[config.mk]
export PLATFORM = sky130hd
export DESIGN_NAME = fwft_fifo_ctrl
export DESIGN_NICKNAME = d
export VERILOG_FILES = /design/src/rtl/fwft_fifo_pkg.sv /design/src/rtl/fwft_fifo_ram.sv /design/src/rtl/fwft_fifo_ptrs.sv /design/src/rtl/fwft_fifo_outstage.sv /design/src/rtl/fwft_fifo_ctrl.sv
export SDC_FILE = /design/constraint.sdc
export NUM_CORES = 1
export LEC_CHECK = 0
export ABC_AREA = 1
export BUFFER_PORTS_ARGS = -buffer_cell sky130_fd_sc_hd__buf_4
export CAP_MARGIN = 15
export CORE_MARGIN = 2
export CORE_UTILIZATION = 37
export DETAILED_ROUTE_END_ITERATION = 8
export PLACE_DENSITY = 0.6
export SLEW_MARGIN = 20
export SYNTH_ARGS = -nofsm -noshare
export SYNTH_HDL_FRONTEND = slang
export SYNTH_SLANG_ARGS = --single-unit
export TNS_END_PERCENT = 100
[constraint.sdc]
create_clock -name clk -period 6.8 [get_ports clk]
set_input_delay 0.68 -clock clk [delete_from_list [all_inputs] [get_ports clk]]
set_output_delay 0.68 -clock clk [all_outputs]
set_load 0.03 [all_outputs]
[src/rtl/fwft_fifo_pkg.sv]
package fwft_fifo_pkg;

  // words held: array contents plus an occupied output register
  function automatic int unsigned fill_level(int unsigned ram_words, logic out_held);
    return ram_words + (out_held ? 32'd1 : 32'd0);
  endfunction

  function automatic logic at_or_below(int unsigned lvl, int unsigned thr);
    return lvl <= thr;
  endfunction

  function automatic logic at_or_above(int unsigned lvl, int unsigned thr);
    return lvl >= thr;
  endfunction

endpackage

[src/rtl/fwft_fifo_ram.sv]
module fwft_fifo_ram #(
  parameter int DATA_W = 16,
  parameter int ADDR_W = 4
) (
  input  logic              clk,
  input  logic              we,
  input  logic [ADDR_W-1:0] waddr,
  input  logic [DATA_W-1:0] wdata,
  input  logic [ADDR_W-1:0] raddr,
  output logic [DATA_W-1:0] rdata
);
  localparam int DEPTH = 1 << ADDR_W;

  logic [DATA_W-1:0] store [DEPTH];

  always_ff @(posedge clk) begin
    if (we) store[waddr] <= wdata;
  end

  assign rdata = store[raddr];
endmodule

[src/rtl/fwft_fifo_ptrs.sv]
module fwft_fifo_ptrs #(
  parameter int ADDR_W = 4,
  localparam int CNT_W = ADDR_W + 1
) (
  input  logic              clk,
  input  logic              rst,
  input  logic              push,
  input  logic              pop,
  output logic [ADDR_W-1:0] wr_ptr,
  output logic [ADDR_W-1:0] rd_ptr,
  output logic [CNT_W-1:0]  ram_words,
  output logic              ram_full,
  output logic              ram_empty
);
  localparam int DEPTH = 1 << ADDR_W;
  localparam logic [CNT_W-1:0] DEPTH_C = CNT_W'(DEPTH);

  always_ff @(posedge clk) begin
    if (rst) begin
      wr_ptr    <= '0;
      rd_ptr    <= '0;
      ram_words <= '0;
    end else begin
      if (push) wr_ptr <= wr_ptr + 1'b1;
      if (pop)  rd_ptr <= rd_ptr + 1'b1;
      case ({push, pop})
        2'b10:   ram_words <= ram_words + 1'b1;
        2'b01:   ram_words <= ram_words - 1'b1;
        default: ram_words <= ram_words;
      endcase
    end
  end

  assign ram_full  = (ram_words == DEPTH_C);
  assign ram_empty = (ram_words == '0);

  // the write side never pushes into a full array
  a_r3_no_overflow: assert property (@(posedge clk) disable iff (rst)
    push |-> !ram_full);
  // the read side never pops an empty array
  a_r2_no_underflow: assert property (@(posedge clk) disable iff (rst)
    pop |-> !ram_empty);
  // a lone push raises the stored level by exactly one
  a_r5_push_level: assert property (@(posedge clk) disable iff (rst)
    (push && !pop) |=> ram_words == $past(ram_words) + 1'b1);
endmodule

[src/rtl/fwft_fifo_outstage.sv]
module fwft_fifo_outstage #(
  parameter int DATA_W = 16
) (
  input  logic              clk,
  input  logic              rst,
  input  logic              fwft,
  input  logic              rd_en,
  input  logic              ram_empty,
  input  logic [DATA_W-1:0] ram_q,
  output logic              rd_ok,
  output logic              pop,
  output logic              out_valid,
  output logic [DATA_W-1:0] rd_data
);
  always_comb begin
    if (fwft) begin
      rd_ok = rd_en && out_valid;
      pop   = !ram_empty && (!out_valid || rd_ok);
    end else begin
      rd_ok = rd_en && !ram_empty;
      pop   = rd_ok;
    end
  end

  always_ff @(posedge clk) begin
    if (rst) begin
      out_valid <= 1'b0;
      rd_data   <= '0;
    end else begin
      if (pop) rd_data <= ram_q;
      if (!fwft)      out_valid <= 1'b0;
      else if (pop)   out_valid <= 1'b1;
      else if (rd_ok) out_valid <= 1'b0;
    end
  end

  // with no read request, the shown word stays in place
  a_r7_hold_word: assert property (@(posedge clk) disable iff (rst)
    (fwft && out_valid && !rd_en) |=> (out_valid && $stable(rd_data)));
  // a stored word is fetched whenever the output register is free
  a_r6_prefetch: assert property (@(posedge clk) disable iff (rst)
    (fwft && !out_valid && !ram_empty) |=> out_valid);
endmodule

[src/rtl/fwft_fifo_ctrl.sv]
module fwft_fifo_ctrl
  import fwft_fifo_pkg::*;
#(
  parameter int DATA_W = 16,
  parameter int ADDR_W = 4,
  localparam int CNT_W = ADDR_W + 1
) (
  input  logic              clk,
  input  logic              rst,
  input  logic              fwft_mode,
  input  logic              wr_en,
  input  logic [DATA_W-1:0] wr_data,
  input  logic              rd_en,
  output logic [DATA_W-1:0] rd_data,
  input  logic [CNT_W-1:0]  ae_level,
  input  logic [CNT_W-1:0]  af_level,
  output logic              full,
  output logic              empty,
  output logic              almost_full,
  output logic              almost_empty,
  output logic              wr_err,
  output logic              rd_err,
  output logic [CNT_W-1:0]  wr_count,
  output logic [CNT_W-1:0]  rd_count
);
  logic [ADDR_W-1:0] wr_ptr, rd_ptr;
  logic [CNT_W-1:0]  ram_words, level;
  logic [DATA_W-1:0] ram_q;
  logic ram_full, ram_empty, out_valid;
  logic push, pop, rd_ok, wr_reject, rd_reject;

  assign push      = wr_en && !ram_full;
  assign wr_reject = wr_en && ram_full;

  fwft_fifo_ptrs #(.ADDR_W(ADDR_W)) u_ptrs (
    .clk(clk), .rst(rst), .push(push), .pop(pop),
    .wr_ptr(wr_ptr), .rd_ptr(rd_ptr), .ram_words(ram_words),
    .ram_full(ram_full), .ram_empty(ram_empty)
  );

  fwft_fifo_ram #(.DATA_W(DATA_W), .ADDR_W(ADDR_W)) u_ram (
    .clk(clk), .we(push), .waddr(wr_ptr), .wdata(wr_data),
    .raddr(rd_ptr), .rdata(ram_q)
  );

  fwft_fifo_outstage #(.DATA_W(DATA_W)) u_out (
    .clk(clk), .rst(rst), .fwft(fwft_mode), .rd_en(rd_en),
    .ram_empty(ram_empty), .ram_q(ram_q), .rd_ok(rd_ok), .pop(pop),
    .out_valid(out_valid), .rd_data(rd_data)
  );

  assign rd_reject = rd_en && !rd_ok;

  always_ff @(posedge clk) begin
    if (rst) begin
      wr_err <= 1'b0;
      rd_err <= 1'b0;
    end else begin
      wr_err <= wr_reject;
      rd_err <= rd_reject;
    end
  end

  assign level        = CNT_W'(fill_level(32'(ram_words), out_valid));
  assign wr_count     = level;
  assign rd_count     = level;
  assign full         = ram_full;
  assign empty        = fwft_mode ? !out_valid : ram_empty;
  assign almost_empty = at_or_below(32'(level), 32'(ae_level));
  assign almost_full  = at_or_above(32'(level), 32'(af_level));

  // a read on an empty FIFO is flagged on the next cycle
  a_r4_rd_err: assert property (@(posedge clk) disable iff (rst)
    (rd_en && empty) |=> rd_err);
  // a write on a full FIFO is flagged on the next cycle
  a_r4_wr_err: assert property (@(posedge clk) disable iff (rst)
    (wr_en && full) |=> wr_err);
  // a refused write with no read leaves the count alone
  a_r3_reject_keeps_level: assert property (@(posedge clk) disable iff (rst)
    (wr_en && full && !rd_en) |=> wr_count == $past(wr_count));
  // an accepted read paired with an accepted write keeps the count
  a_r5_balanced: assert property (@(posedge clk) disable iff (rst)
    (wr_en && !full && rd_en && !empty) |=> rd_count == $past(rd_count));
endmodule

==> reports/results.txt <==
TritonCTS built the clock tree. The number of hold violations in the final report is 0, and the shortest period the worst path allows is 3.35 ns. STA puts the critical path data arrival time at 2.67 ns. Yosys attributes the largest share of cell area to sky130_fd_sc_hd__edfxtp_1, sky130_fd_sc_hd__nand2_1, sky130_fd_sc_hd__nand3_1.

Buffers inserted to repair hold after CTS numbered 0. Number of max-slew violations in the final report: 0. The critical path is of the reg2out type. Across the run, the number of max-cap violations was 0. The cell taking the most area after synthesis was sky130_fd_sc_hd__edfxtp_1. The run gives 0.00166 W as the net switching power. Cell area after synthesis: 12800 µm². The part of the power in combinational logic is 26.8%, and the height of the chip is 190 µm. Detailed placement finished with a half-perimeter wire length of 17300 µm. The run gives 65.3% as the sequential fraction of the synthesis area. Registers take 8330 µm². Per report_power, the clock group accounts for 31.0% of the total. Clock tree synthesis found a total of 288 sinks.

At the pin with the least slew margin, the transition time is 1.09 ns. The tools report the remaining number of nets flagged by the antenna check after routing as 0. The routed layout has 8559 vias. The tools report the count of nets after finishing as 1364.

The total number of yosys warnings is 0. Summed negative setup slack over all endpoints: 0 ns. After technology mapping, the gate count stands at 1268. In the routed design, unresolved DRC markers number 0. The sequential cell fraction of total power is 42.2%, and the area of combinational cells with multiple inputs is 3400 µm². The die covers 36000 µm². Entering global routing, the biggest net connects 97 pins. Net switching is 33.2% of the power. The area overhead of the layout relative to synthesis works out to 13.4%. Counting along the longest clock path gives a buffer depth of 3. Hold timing on the final database bottoms out at a slack of 0.376 ns. After synthesis, the netlist uses 29 different library cells. The layout cell share with drive strength beyond 1 came out at 10.8%. Global routing consumed, over all layers together, 17.2% of the routing resources. The relative max-transition margin was 27.0%.

After detailed routing, the average wire length per cell comes to 17.1 µm. The flow ran to the end, and the final reports show no timing, DRC or antenna violations. VDD sags by at most 222 µV. Static timing analysis puts the maximum clock frequency at 298 MHz. The run gives 0 as the count of instances resized after the clock tree is built. The wire length of the first global-routing pass was 47800 µm. Dominant cell by count in the synthesized netlist: sky130_fd_sc_hd__nand2_1. The final critical path takes up 49.3% of the cycle. After clock tree synthesis, the setup repair step added 0 buffers. Setup violations remaining at the end of the flow were counted as 0. Synthesis produced a netlist with a net count of 1321. The clock arrives with 0.00920 ns of skew. The first detailed-routing pass took 5 iterations. The buffer type at the clock tree root was sky130_fd_sc_hd__clkbuf_16. The die boundary width is 190 µm. The mean area per synthesized cell was 10.1 µm². For this design the static power due to leakage is 6.16 nW. The run gives 1 as the count of H-tree levels built during CTS.

Buffers inserted during clock tree synthesis total 29. The run gives 8189 as the via count of the first global-routing pass. The count of buffers from port buffering is 62. Power spread over the standard cell area amounts to 345 nW/µm². The tools report the count of standard-cell rows as 67. After detailed routing, the number of vias per cell comes to 4.80. Setup repair after global routing left no endpoint under its margin. Total of fill cells in the finished design: 3217. The synthesized flop and latch total is 288, and the number of antenna violations at the first check in global routing is 0. The aggregate global routing overflow came out at 0. STA classifies the critical path endpoint as an output pin. Class of the tightest hold or removal check: in2reg.

The tools report the kind of launch point of the worst setup path as a flop. The congestion estimate from routability-driven global placement came to 0.742. Once the floorplan was initialized, standard cells occupied 37.8% of the core. For this run, the leading register cell type out of synthesis is sky130_fd_sc_hd__edfxtp_1. The run gives 732 as the number of DRC markers in iteration 0.

The required arrival time at the worst endpoint came out at 6.12 ns. The final layout contains routed wiring with a total length of 30500 µm. The commonest cells after synthesis are sky130_fd_sc_hd__nand2_1, sky130_fd_sc_hd__edfxtp_1, sky130_fd_sc_hd__nand3_1.

The area share of the largest cell type after synthesis was 60.3%. The core region is 33700 µm². The worst-path maximum fanout is 5. The number of antenna diodes in the final layout is 0. The number of enable flip-flop cells after synthesis was 256.

For the worst-skew pair, the clock arrives at the later sink with an insertion delay of 0.54 ns. The register clock-pin slew on the reported worst setup and hold paths is 0.06 ns. Internal power comes to 0.00334 W.

Of all flip-flops after synthesis, the portion carrying an async set or reset was 0%. For this design the top-level I/O count stands at 63.
==> sequential cells by signal, summed over array words and instances (netlist names) <==
| signal | flops |
|---|---|
| u_ptrs.rd_ptr | 4 |
| u_ptrs.wr_ptr | 4 |
| u_ram.store | 256 |
| u_ptrs.ram_words | 5 |
| rd_err | 1 |
| wr_err | 1 |
| u_out.out_valid | 1 |
| u_out.rd_data | 16 |
==> cell usage in the layout (no fill, tap or decap), types with 4 or more instances in the layout <==
master	netlist	layout
sky130_fd_sc_hd__a21oi_1	14	14
sky130_fd_sc_hd__buf_4	7	75
sky130_fd_sc_hd__clkbuf_1	10	11
sky130_fd_sc_hd__clkbuf_16	0	29
sky130_fd_sc_hd__clkbuf_8	0	7
sky130_fd_sc_hd__clkinv_1	2	4
sky130_fd_sc_hd__dfxtp_1	32	30
sky130_fd_sc_hd__edfxtp_1	256	256
sky130_fd_sc_hd__ha_1	21	21
sky130_fd_sc_hd__inv_1	174	173
sky130_fd_sc_hd__nand2_1	432	432
sky130_fd_sc_hd__nand3_1	182	182
sky130_fd_sc_hd__nor2_1	55	39
sky130_fd_sc_hd__nor2_2	2	10
sky130_fd_sc_hd__nor2_4	0	8
sky130_fd_sc_hd__o21ai_0	6	6
sky130_fd_sc_hd__xor2_1	8	8
==> area by class of cell <==
cell class,instances,share of cell area (%)
Inverter,178,4.65
Tap cell,448,3.87
Clock buffer,47,5.97
Timing Repair Buffer,76,3.97
Sequential cell,288,57.6
Multi-Input combinational cell,738,23.5
Clock inverter,7,0.424
==> metrics by stage <==
step / total power (W) / area, µm² / instances / util (%) / setup WS [ns]
after detailed placement: 0.00349 / 13500 / 1728 / 40.1 / 3.87
final: 0.00500 / 14500 / 1782 / 42.9 / 3.45
after CTS: 0.00504 / 14400 / 1782 / 42.9 / 3.40
after floorplan: 0.00315 / 12800 / 1268 / - / 3.60
after global placement: 0.00347 / 13500 / 1728 / 40.1 / 3.93
after global routing: 0.00528 / 14500 / 1782 / 42.9 / 3.11
==> critical path, stage by stage, from the launching register on <==
cell	delay [ns]
sky130_fd_sc_hd__dfxtp_1	0.45
sky130_fd_sc_hd__ha_1	0.21
sky130_fd_sc_hd__ha_1	0.18
sky130_fd_sc_hd__nand3_1	0.10
sky130_fd_sc_hd__xor2_1	0.35
sky130_fd_sc_hd__ha_1	0.32
sky130_fd_sc_hd__a21oi_1	0.13
sky130_fd_sc_hd__o21ai_0	0.09
sky130_fd_sc_hd__o22ai_1	0.12
sky130_fd_sc_hd__buf_4	0.18
==> kinds of logic (layout without fill, tap and decap cells) <==
kind of cell	after synthesis	after routing	synth area share, %
simple gates	683	683	22.2
flops	288	288	65.3
compound gates	25	25	1.07
xor+xnor	8	8	0.549
fa+ha+maj	22	22	2.22
buf+inv	242	308	8.65
==> path summary, 6_finish.rpt <==
path | slack [ns] | cells past startpoint | endpoint | start
worst max-delay path | 3.45 | 9 | almost_empty | u_ptrs.ram_words[0]$_SDFFE_PP0P_
worst min-delay path | 0.38 | 3 | wr_err$_SDFF_PP0_ | wr_en
worst max register to register | 4.09 | 9 | u_out.rd_data[12]$_SDFFE_PP0P_ | u_ptrs.rd_ptr[0]$_SDFFE_PP0P_
worst min register to register | 0.52 | 2 | u_ptrs.wr_ptr[3]$_SDFFE_PP0P_ | u_ptrs.wr_ptr[3]$_SDFFE_PP0P_
==> power by group through the flow <==
stage | Sequential, W | Combinational [W] | Clock (W)
after floorplan | 0.00216 | 0.000987 | 0
after global placement | 0.00214 | 0.00132 | 0
after detailed placement | 0.00214 | 0.00135 | 0
after CTS | 0.00211 | 0.00136 | 0.00157
after global routing | 0.00212 | 0.00151 | 0.00165
final | 0.00211 | 0.00134 | 0.00155
==> per-layer routing <==
| layer | global-route usage (%) | share of wire, % | vias up |
|---|---|---|---|
| li1 | - | - | 4191 |
| met1 | 24.6 | 45 | 4044 |
| met2 | 27.9 | 47 | 286 |
| met3 | 2.71 | 7.1 | 38 |
| met4 | 3.61 | 1.6 | 0 |
| met5 | 0 | 0 | - |
(Power assumes the default switching activity.)
